### src/rtl/uloop_pkg.sv
// Package: shared types for the micro-op loop buffer.
// Assumes: nothing beyond IEEE 1800-2017.
package uloop_pkg;

    // Operating mode of the loop buffer.
    typedef enum logic [1:0] {
        ST_PASS   = 2'd0,   // forward and record
        ST_CAPT   = 2'd1,   // body locked, one-cycle handover
        ST_REPLAY = 2'd2    // stream from storage, upstream gated
    } lb_state_e;

endpackage

### src/rtl/uloop_store.sv
// Module: uloop_store
// Holds DEPTH recorded micro-ops (payload, tag, taken flag). It has one write
// port and one read port, and compares every stored tag against a probe tag.
// Assumes: the caller masks matches on stale entries; contents are not reset.
module uloop_store #(
    parameter int DEPTH = 28,
    parameter int UOP_W = 32,
    parameter int TAG_W = 16,
    localparam int IDX_W = $clog2(DEPTH)
) (
    input  logic             clk,
    input  logic             wr_en,
    input  logic [IDX_W-1:0] wr_addr,
    input  logic [UOP_W-1:0] wr_uop,
    input  logic [TAG_W-1:0] wr_tag,
    input  logic             wr_taken,
    input  logic [IDX_W-1:0] rd_addr,
    output logic [UOP_W-1:0] rd_uop,
    output logic [TAG_W-1:0] rd_tag,
    output logic             rd_taken,
    input  logic [TAG_W-1:0] probe_tag,
    output logic [DEPTH-1:0] match,
    output logic [TAG_W-1:0] head_tag
);

    logic [UOP_W-1:0] uop_mem   [DEPTH];
    logic [TAG_W-1:0] tag_mem   [DEPTH];
    logic             taken_mem [DEPTH];

    // Record one micro-op per write strobe.
    always_ff @(posedge clk) begin
        if (wr_en) begin
            uop_mem[wr_addr]   <= wr_uop;
            tag_mem[wr_addr]   <= wr_tag;
            taken_mem[wr_addr] <= wr_taken;
        end
    end

    // Read port for replay.
    always_comb begin
        rd_uop   = uop_mem[rd_addr];
        rd_tag   = tag_mem[rd_addr];
        rd_taken = taken_mem[rd_addr];
    end

    assign head_tag = tag_mem[0];

    // Per-entry tag comparator against the branch target.
    for (genvar gi = 0; gi < DEPTH; gi++) begin : g_cmp
        assign match[gi] = (tag_mem[gi] == probe_tag);
    end

endmodule

### src/rtl/uloop_hit_enc.sv
// Module: uloop_hit_enc
// Finds the highest set bit of a hit vector, which picks the shortest loop
// when more than one entry matches.
// Assumes: idx is meaningful only when any is high.
module uloop_hit_enc #(
    parameter int N = 28,
    localparam int IDX_W = $clog2(N)
) (
    input  logic [N-1:0]     hits,
    output logic             any,
    output logic [IDX_W-1:0] idx
);

    // Scan upward so that the last (highest) hit wins.
    always_comb begin
        any = 1'b0;
        idx = '0;
        for (int i = 0; i < N; i++) begin
            if (hits[i]) begin
                any = 1'b1;
                idx = IDX_W'(i);
            end
        end
    end

endmodule

### src/rtl/uloop_ctrl.sv
// Module: uloop_ctrl
// Mode controller: record pointer, loop candidate tracking, lock decision,
// replay pointer and exit handling.
// Assumes: in_acc is high only for a handshake accepted in ST_PASS.
module uloop_ctrl
    import uloop_pkg::*;
#(
    parameter int DEPTH = 28,
    parameter int TAG_W = 16,
    localparam int IDX_W = $clog2(DEPTH),
    localparam int LEN_W = $clog2(DEPTH + 1)
) (
    input  logic             clk,
    input  logic             rst_n,
    input  logic             in_acc,
    input  logic [TAG_W-1:0] in_tag,
    input  logic             in_taken,
    input  logic [TAG_W-1:0] in_target,
    input  logic             loop_exit,
    input  logic             flush,
    input  logic             out_ready,
    input  logic [DEPTH-1:0] match,
    input  logic [TAG_W-1:0] head_tag,
    output lb_state_e        st,
    output logic             wr_en,
    output logic [IDX_W-1:0] wr_addr,
    output logic [IDX_W-1:0] rd_addr
);

    logic [IDX_W-1:0] wr_ptr_q;
    logic [IDX_W-1:0] rd_ptr_q;
    logic             cand_q;
    logic [LEN_W-1:0] cand_len_q;
    logic [LEN_W-1:0] body_len_q;

    logic [DEPTH-1:0] hit_vec;
    logic             hit_any;
    logic [IDX_W-1:0] hit_idx;
    logic [TAG_W-1:0] head_eff;
    logic [LEN_W-1:0] next_len;
    logic             close_loop;
    logic             detect;
    logic             full;
    logic             kill;

    // Only entries already written this recording, plus the incoming branch itself, may hit.
    for (genvar gi = 0; gi < DEPTH; gi++) begin : g_hit
        assign hit_vec[gi] = (IDX_W'(gi) < wr_ptr_q) ? match[gi]
                           : (IDX_W'(gi) == wr_ptr_q) ? (in_tag == in_target)
                           : 1'b0;
    end

    uloop_hit_enc #(.N(DEPTH)) u_enc (
        .hits (hit_vec),
        .any  (hit_any),
        .idx  (hit_idx)
    );

    // Decision terms for one accepted micro-op.
    always_comb begin
        kill       = flush | loop_exit;
        head_eff   = (wr_ptr_q == '0) ? in_tag : head_tag;
        next_len   = LEN_W'(wr_ptr_q) + LEN_W'(1);
        close_loop = cand_q && in_taken && (in_target == head_eff) && (next_len == cand_len_q);
        detect     = in_taken && hit_any;
        full       = (wr_ptr_q == IDX_W'(DEPTH - 1));
        wr_en      = (st == ST_PASS) && in_acc && !kill && (close_loop || (!detect && !full));
        wr_addr    = wr_ptr_q;
        rd_addr    = rd_ptr_q;
    end

    // Mode and pointer sequencing.
    always_ff @(posedge clk) begin
        if (!rst_n) begin
            st         <= ST_PASS;
            wr_ptr_q   <= '0;
            rd_ptr_q   <= '0;
            cand_q     <= 1'b0;
            cand_len_q <= '0;
            body_len_q <= '0;
        end else begin
            case (st)
                ST_PASS: begin
                    if (kill) begin
                        wr_ptr_q <= '0;
                        cand_q   <= 1'b0;
                    end else if (in_acc) begin
                        if (close_loop) begin
                            body_len_q <= cand_len_q;
                            cand_q     <= 1'b0;
                            wr_ptr_q   <= '0;
                            st         <= ST_CAPT;
                        end else if (detect) begin
                            cand_q     <= 1'b1;
                            cand_len_q <= next_len - LEN_W'(hit_idx);
                            wr_ptr_q   <= '0;
                        end else if (full) begin
                            wr_ptr_q <= '0;
                            cand_q   <= 1'b0;
                        end else begin
                            wr_ptr_q <= wr_ptr_q + IDX_W'(1);
                        end
                    end
                end
                ST_CAPT: begin
                    rd_ptr_q <= '0;
                    st       <= kill ? ST_PASS : ST_REPLAY;
                end
                ST_REPLAY: begin
                    if (kill) begin
                        st <= ST_PASS;
                    end else if (out_ready) begin
                        rd_ptr_q <= (LEN_W'(rd_ptr_q) + LEN_W'(1) == body_len_q) ? '0
                                                                               : rd_ptr_q + IDX_W'(1);
                    end
                end
                default: st <= ST_PASS;
            endcase
        end
    end

    // no lock without a candidate from an earlier pass.
    assert_lock_needs_cand_R2: assert property (@(posedge clk) disable iff (!rst_n)
        (st == ST_PASS && !cand_q) |=> (st != ST_CAPT));

    // a locked body is never empty and never longer than the store.
    assert_len_bound_R3: assert property (@(posedge clk) disable iff (!rst_n)
        (st != ST_PASS) |-> (body_len_q != '0 && body_len_q <= LEN_W'(DEPTH)));

    // replay read position stays inside the body.
    assert_rd_in_body_R4: assert property (@(posedge clk) disable iff (!rst_n)
        (st == ST_REPLAY) |-> (LEN_W'(rd_ptr_q) < body_len_q));

    // a stalled replay holds its read position.
    assert_stall_hold_R5: assert property (@(posedge clk) disable iff (!rst_n)
        (st == ST_REPLAY && !out_ready && !kill) |=> ($stable(rd_ptr_q) && st == ST_REPLAY));

    // exit or flush returns to pass-through with a cleared recording.
    assert_exit_clears_R7: assert property (@(posedge clk) disable iff (!rst_n)
        kill |=> (st == ST_PASS && wr_ptr_q == '0 && !cand_q));

endmodule

### src/rtl/uop_loop_buffer.sv
// Module: uop_loop_buffer (top)
// Forwards decoded micro-ops and records them. It locks a short backward loop
// that has been seen twice and replays it with the upstream stages gated.
// Assumes: after replay ends, upstream resumes at the right place (it is
// steered by the exit/flush source).
module uop_loop_buffer
    import uloop_pkg::*;
#(
    parameter int DEPTH = 28,
    parameter int UOP_W = 32,
    parameter int TAG_W = 16
) (
    input  logic             clk,
    input  logic             rst_n,
    input  logic             in_valid,
    input  logic [UOP_W-1:0] in_uop,
    input  logic [TAG_W-1:0] in_tag,
    input  logic             in_taken,
    input  logic [TAG_W-1:0] in_target,
    input  logic             loop_exit,
    input  logic             flush,
    output logic             in_ready,
    output logic             out_valid,
    output logic [UOP_W-1:0] out_uop,
    output logic [TAG_W-1:0] out_tag,
    output logic             out_taken,
    input  logic             out_ready,
    output logic             gate_fetch,
    output logic             gate_bpred,
    output logic             gate_decode
);

    localparam int IDX_W = $clog2(DEPTH);

    lb_state_e        st;
    logic             wr_en;
    logic [IDX_W-1:0] wr_addr;
    logic [IDX_W-1:0] rd_addr;
    logic [UOP_W-1:0] rd_uop;
    logic [TAG_W-1:0] rd_tag;
    logic             rd_taken;
    logic [DEPTH-1:0] match;
    logic [TAG_W-1:0] head_tag;
    logic             in_acc;

    assign in_acc = in_valid && in_ready;

    uloop_store #(.DEPTH(DEPTH), .UOP_W(UOP_W), .TAG_W(TAG_W)) u_store (
        .clk       (clk),
        .wr_en     (wr_en),
        .wr_addr   (wr_addr),
        .wr_uop    (in_uop),
        .wr_tag    (in_tag),
        .wr_taken  (in_taken),
        .rd_addr   (rd_addr),
        .rd_uop    (rd_uop),
        .rd_tag    (rd_tag),
        .rd_taken  (rd_taken),
        .probe_tag (in_target),
        .match     (match),
        .head_tag  (head_tag)
    );

    uloop_ctrl #(.DEPTH(DEPTH), .TAG_W(TAG_W)) u_ctrl (
        .clk       (clk),
        .rst_n     (rst_n),
        .in_acc    (in_acc),
        .in_tag    (in_tag),
        .in_taken  (in_taken),
        .in_target (in_target),
        .loop_exit (loop_exit),
        .flush     (flush),
        .out_ready (out_ready),
        .match     (match),
        .head_tag  (head_tag),
        .st        (st),
        .wr_en     (wr_en),
        .wr_addr   (wr_addr),
        .rd_addr   (rd_addr)
    );

    // Output source select: decoder stream in pass-through, storage in replay.
    always_comb begin
        if (st == ST_PASS) begin
            out_valid = in_valid;
            out_uop   = in_uop;
            out_tag   = in_tag;
            out_taken = in_taken;
            in_ready  = out_ready;
        end else begin
            out_valid = (st == ST_REPLAY);
            out_uop   = rd_uop;
            out_tag   = rd_tag;
            out_taken = rd_taken;
            in_ready  = 1'b0;
        end
    end

    // Upstream gates follow the replay mode.
    assign gate_fetch  = (st == ST_REPLAY);
    assign gate_bpred  = (st == ST_REPLAY);
    assign gate_decode = (st == ST_REPLAY);

    // a gated decoder is never asked for input.
    assert_gate_blocks_input_R6: assert property (@(posedge clk) disable iff (!rst_n)
        (gate_decode || gate_fetch || gate_bpred) |-> !in_ready);

    // replay always presents a valid micro-op.
    assert_replay_valid_R4: assert property (@(posedge clk) disable iff (!rst_n)
        (st == ST_REPLAY) |-> out_valid);

endmodule

### config.mk
export PLATFORM = sky130hd
export DESIGN_NAME = uop_loop_buffer
export DESIGN_NICKNAME = d
export VERILOG_FILES = /design/src/rtl/uloop_pkg.sv /design/src/rtl/uloop_store.sv /design/src/rtl/uloop_hit_enc.sv /design/src/rtl/uloop_ctrl.sv /design/src/rtl/uop_loop_buffer.sv
export SDC_FILE = /design/constraint.sdc
export NUM_CORES = 2
export LEC_CHECK = 0
export BUFFER_PORTS_ARGS = -buffer_cell sky130_fd_sc_hd__buf_2
export CAP_MARGIN = 30
export CORE_ASPECT_RATIO = 1.75
export CORE_UTILIZATION = 68
export CTS_CLUSTER_DIAMETER = 30
export DETAILED_ROUTE_END_ITERATION = 10
export PLACE_DENSITY = 0.85
export REMOVE_ABC_BUFFERS = 1
export SLEW_MARGIN = 20
export SYNTH_ARGS = -nofsm -noshare
export SYNTH_HDL_FRONTEND = slang
export SYNTH_SLANG_ARGS = --single-unit
### constraint.sdc
create_clock -name clk -period 18 [get_ports clk]
set_clock_uncertainty 0.1 [all_clocks]
set_input_delay 2.7 -clock clk [delete_from_list [all_inputs] [get_ports clk]]
set_output_delay 2.7 -clock clk [all_outputs]
set_load 0.02 [all_outputs]
Word-level counts from Yosys, hierarchy flattened. Memories as Yosys holds them, arrays and structs flattened. A register that Yosys moved wholly into a read port is not among the register bits. Cells that the tools add are included.

Flip-flop bits (word level): 23. Memory bits (writable): 1372. Input bits: 71. Output and inout bits: 54. Logic and storage cells: 280. Memories: 3.

Memory list: u_store.uop_mem (words 28, width 32, rd ports 1, clocked after memory_dff 1, write ports 1, line uloop_store.sv:26) `logic [UOP_W-1:0] uop_mem [DEPTH];`; u_store.tag_mem (words 28, width 16, rd ports 29, clocked after memory_dff 1, write ports 1, line uloop_store.sv:27) `logic [TAG_W-1:0] tag_mem [DEPTH];`; u_store.taken_mem (words 28, width 1, rd ports 1, clocked after memory_dff 1, write ports 1, line uloop_store.sv:28) `logic taken_mem [DEPTH];`.

Add/subtract/negate cells: 3. Magnitude comparators: 28. Equality and inequality tests: 68. Multiplexer cells: 145. Bitwise gates (word level): 3. Reductions and logical operators: 24.

Operators with widths (count): 16-bit == test (30); 5-bit two-way mux (40); 1-bit two-way mux (95); 5-bit == test (first input constant) (12); 5-bit < comparator (first input constant) (12); 4-bit by 5-bit == test with 1-bit output (first input constant) (8); 4-bit by 5-bit < comparator with 1-bit output (first input constant) (8); 16-bit two-way mux (2); 32-bit two-way mux (1); 3-bit by 5-bit == test with 1-bit output (first input constant) (4); 3-bit by 5-bit < comparator with 1-bit output (first input constant) (4); 5-bit by 1-bit adder with 5-bit output (second input constant) (2); 2-bit by 5-bit == test with 1-bit output (first input constant) (2); 5-bit == test (2); 1-bit by 5-bit < comparator with 1-bit output (first input constant) (2); 2-bit by 5-bit < comparator with 1-bit output (first input constant) (2); 2-bit two-way mux (5); 5-bit one-hot mux with 2 select lines (1); 1-bit logical AND (9); 4-bit AND reduction (2); 2-bit by 1-bit != test with 1-bit output (second input constant) (3); 2-bit != test (second input constant) (3); 2-bit one-hot mux with 3 select lines (1); 3-bit AND reduction (2); other kinds (15) (19).

Depth between registers and ports, before layout.
Depth after elaboration: 38. Gate-level depth with buffers: 24. Depth with buffers taken out: 20.

Modules after synthesis. From an unflattened synthesis, not the netlist that was laid out.

Cell total of the unflattened synthesis: 4015. Area, all modules: 63983.9 sq um.

Modules (own cells, without submodules): uloop_store (times used 1, cells an instance 3541, area an instance 60357.9 sq um, seq. area each 43121.4 sq um); uloop_ctrl (times used 1, cells an instance 357, area an instance 2632.5 sq um, seq. area each 460.4 sq um); uop_loop_buffer (times used 1, cells an instance 62, area an instance 693.2 sq um, seq. area each 0.0 sq um); uloop_hit_enc (times used 1, cells an instance 55, area an instance 300.3 sq um, seq. area each 0.0 sq um).

Worst setup path after synthesis. OpenSTA, ideal clock, no wires.

Path kind: input-to-reg. Start: in in_target[3]. End: mem u_store.tag_mem[10][0] (enable). Library setup time: 0.456 ns. Arrival time: 6.957 ns. Required time: 17.444 ns. Setup slack: 10.488 ns. Stages: 14. Path buffers: 3. Cell sequence: buf_2 > buf_6 > buf_6 > xor2_1 > nor4_1 > nand4_1 > o32ai_1 > or2_2 > or2_2 > nor2_2 > a41oi_4 > o21ai_2 > nand3_1 > nor2_1.

Cells in the longest elaborated chain, start to end: 38. Elaborated cells on any way between the ends: 123. Those cells by class: 30 x eq/ne; 86 x mux; 7 x reduce/logical.

RTL lines: from (decl) (line uop_loop_buffer.sv:19) `input logic [TAG_W-1:0] in_target,`; 16-bit == test (line uloop_ctrl.sv:49) `: (IDX_W'(gi) == wr_ptr_q) ? (in_tag == in_target)`; 1-bit two-way mux (line uloop_ctrl.sv:49); 1-bit two-way mux (line uloop_ctrl.sv:48) `assign hit_vec[gi] = (IDX_W'(gi) < wr_ptr_q) ? match[gi]`; 1-bit two-way mux (28 in a row) (line uloop_hit_enc.sv:19) `if (hits[i]) begin`; 1-bit logical AND (line uloop_ctrl.sv:65) `detect = in_taken && hit_any;`; 1-bit logical NOT (line uloop_ctrl.sv:67) `wr_en = (st == ST_PASS) && in_acc && !kill && (close_loop || (!detect && !full));`; 1-bit logical AND (line uloop_ctrl.sv:67); 1-bit logical OR (*) (line uloop_ctrl.sv:67); 1-bit logical AND (*) (line uloop_ctrl.sv:67); 1-bit two-way mux (*) (line uloop_store.sv:32) `if (wr_en) begin`; 1-bit two-way mux (implied by the code) (*) (line uloop_store.sv:34) `tag_mem[wr_addr] <= wr_tag;`; to (decl) (line uloop_store.sv:27).

Every way passes the cells marked *; elsewhere a longest branch is shown, timed or not.

==> run metrics <==
Primary FF master, synth=edfxtp_1; Area Growth Syn to Fin=13.09%; initial antenna violation count=28; Power Density=103.6 mW/mm^2; Congestion Overflow GR=0; post-synthesis instance total=3283; Hold Vio Cnt, Final=0; fraction of layout cells with a size suffix above 1=27.55%; Layout Cells excl Fill=4845; max_slew headroom=25.48%; DIE WIDTH=232.1 um; commonest non-fill, non-tap cell in the layout=edfxtp_1; top post-synthesis cells by area=edfxtp_1 (68%), mux4_2 (15%), xor2_1 (5.9%); RSZ-0062 raised after global routing=no; Via density=7.675; period utilisation layout=51.68%; H-tree depth=4; via count of the first global-routing pass=37133; worst-skew pair later-pin latency=0.82 ns; PnR worst setup slack=8.697 ns; Seq/Total Area, Yosys=69.36%; Mapped Area=0.06298 mm^2; GRT Overall Usage=47.45%; fmax=107.5 MHz; Reg area=0.04370 mm^2; worst r2r dst=u_store.tag_mem[11][15]; Hold Crit Class=reg2reg; dpl ws=9.186 ns; Worst Max-Slew Pin Slew=1.108 ns; Fill cells=4594; Starting Density=68.62%; drt pass-1 iters=8; Worst setup SP type=flop; count of flip-flops with a built-in enable after synthesis=1436; async set or reset register ratio after synthesis=0%; Num CTS Buffers=159; final slew viol count=0; DIE AREA=0.09389 mm^2; CP Max Fanout=122; Routed Antenna Nets=0; mux cell area share after synthesis=16.72%; peak supply drop=0.1055 mV; worst setup path class=reg2out; buffer type at the clock tree root=clkbuf_16; xor/xnor share of the synthesized area=6.828%; Vias=37187; Post-Route Utilization=77.61%; Distinct cells, synth=72; core box area=0.09178 mm^2; CP Capture Type=primary output; adder-cell share of the synthesized area=0.2106%; final setup fails=0; # port buffers=124; commonest non-fill, non-tap cells in the layout=edfxtp_1 (1436), mux4_2 (424), xor2_1 (410); Clk pin slew, worst setup/hold paths=0.06 ns; final RePlAce weighted congestion=1.177; CTS Hold Bufs=0; Reg2Reg Depth=11; final wirelength=210.4 mm; R2R Path Start=u_ctrl.wr_addr[1]; Warnings, synthesis=0; worst hold start=u_ctrl.cand_q; DRT iter0 DRCs=5998; status=complete, no violations; Synth Area in Compound Gates=1.760%; Post-CTS Resized=0; clock sink total=1464; placed insts=4501; Period minus WS final=9.303 ns; # DRC=0; Synth Area in Simple Gates=3.461%; largest family of logic cells by synthesized area=multiplexers; met3 Usage GRT=17.06%; area occupied by multi-input gates=0.01867 mm^2; Hold Crit Depth=2; # IOs=125; Crit path arrival time=6.50 ns; HPWL Detailed=120.0 mm; met2 usage in global routing=73.11%; setup_tns=0 ns; per-cell routed wire length=43.42 um; Final nets=3578; Worst Hold Endpoint=u_ctrl.cand_q; area leader, netlist=edfxtp_1; first-pass GRT wire length=296.1 mm; FF+latch count, synth=1464; Most Used Layer, Global Route=met2; Synth top area share=68.47%; maximum clock path buffer count=3; site row count=147; CTS tree=done; CP required=15.20 ns; Max-Cap Viols=0; average cell area after synthesis=19.18 um^2; postcts setup bufs=0; Static Leak=22.25 nW; largest net degree at the start of global routing=135; FF-to-FF setup slack=11.28 ns; Die Ht=404.6 um; met1 usage=52.69%
## through the flow
stage               hold slack, ns  cell area [um^2]  power (mW)
finish                      0.3659             71230       7.379
global placement            0.3535             64940       4.013
global route                0.4171             71180       7.496
floorplan                   0.3441             61990       3.882
detailed placement          0.3581             65270       4.023
CTS                         0.3656             70690       7.345
## report_power, final
| part | switching, mW | internal (mW) |
|---|---|---|
| combinational | 0.181 | 0.0551 |
| sequential | 0.00163 | 3.74 |
| clock | 1.45 | 1.95 |
## worst max-delay path: stages (launching register included)
cell and delay (ns):
dfxtp_4 0.51, buf_12 0.67, buf_4 0.88, buf_4 0.84, buf_4 0.50, buf_16 0.31, mux4_2 0.58, mux4_2 0.54
mux2i_1 0.24, o21ai_0 0.13, buf_2 0.21
## cells by family after synthesis
logic type | after synthesis
xor gates and xnor gates | 491
muxes | 522
AOI/OAI and AO/OA | 170
adders and majority gates | 10
DFF | 1464
and+or+nand+nor | 419
buffers and inverters | 207
## Yosys cell counts, drive strengths merged (4+ instances only)
library cell  count
edfxtp         1436
mux4            424
xor2            421
nand2           121
buf             107
o21ai            99
mux2i            98
nor4             98
clkbuf           84
xnor2            70
nor2             63
nand3            41
dfxtp            28
nand4            26
nor3             19
nor2b            18
inv              16
o32ai            14
a21oi            11
o32a             10
and2              9
ha                9
or2               7
o31ai             4
## area by class of cell
| type | count | share of cell area, % |
|---|---|---|
| Sequential cell | 1464 | 61.35 |
| Multi-Input combinational cell | 1612 | 26.21 |
| Clock buffer | 182 | 5.707 |
| Timing Repair Buffer | 244 | 2.579 |
| Tap cell | 1192 | 2.094 |
| Clock inverter | 116 | 1.908 |
| Inverter | 16 | 0.08432 |
| Antenna cell | 19 | 0.06675 |
## routing by layer
metal / share of wire (%) / vias to the layer above / wire length (um)
li1: - / 13719 / -
met1: 29 / 18824 / 61590
met2: 48 / 3617 / 101800
met3: 11 / 999 / 23950
met4: 11 / 28 / 22840
met5: 0.092 / - / 193
## flip-flops by register name (all words and copies together), names as in the netlist, named ones only
name               count
u_ctrl.cand_q          1
u_store.taken_mem     28
u_ctrl.st              2
u_ctrl.cand_len_q      5
u_ctrl.wr_addr         5
u_store.tag_mem      512
u_ctrl.body_len_q      5
u_ctrl.rd_addr         5
u_store.uop_mem      896
## worst max path at each step
stage / start / endpoint / slack [ns] / cells after the start
finish: flop / out_uop[17] / 8.70 / 10
global placement: in_target[14] / u_store.uop_mem[19][29] / 9.13 / 12
global route: flop / out_uop[17] / 8.37 / 10
detailed placement: in_target[14] / u_store.taken_mem[17] / 9.19 / 12
CTS: flop / out_uop[17] / 8.62 / 10
floorplan: flop / out_tag[0] / 0.44 / 4
Note: power is estimated with default switching activity, not from simulation.
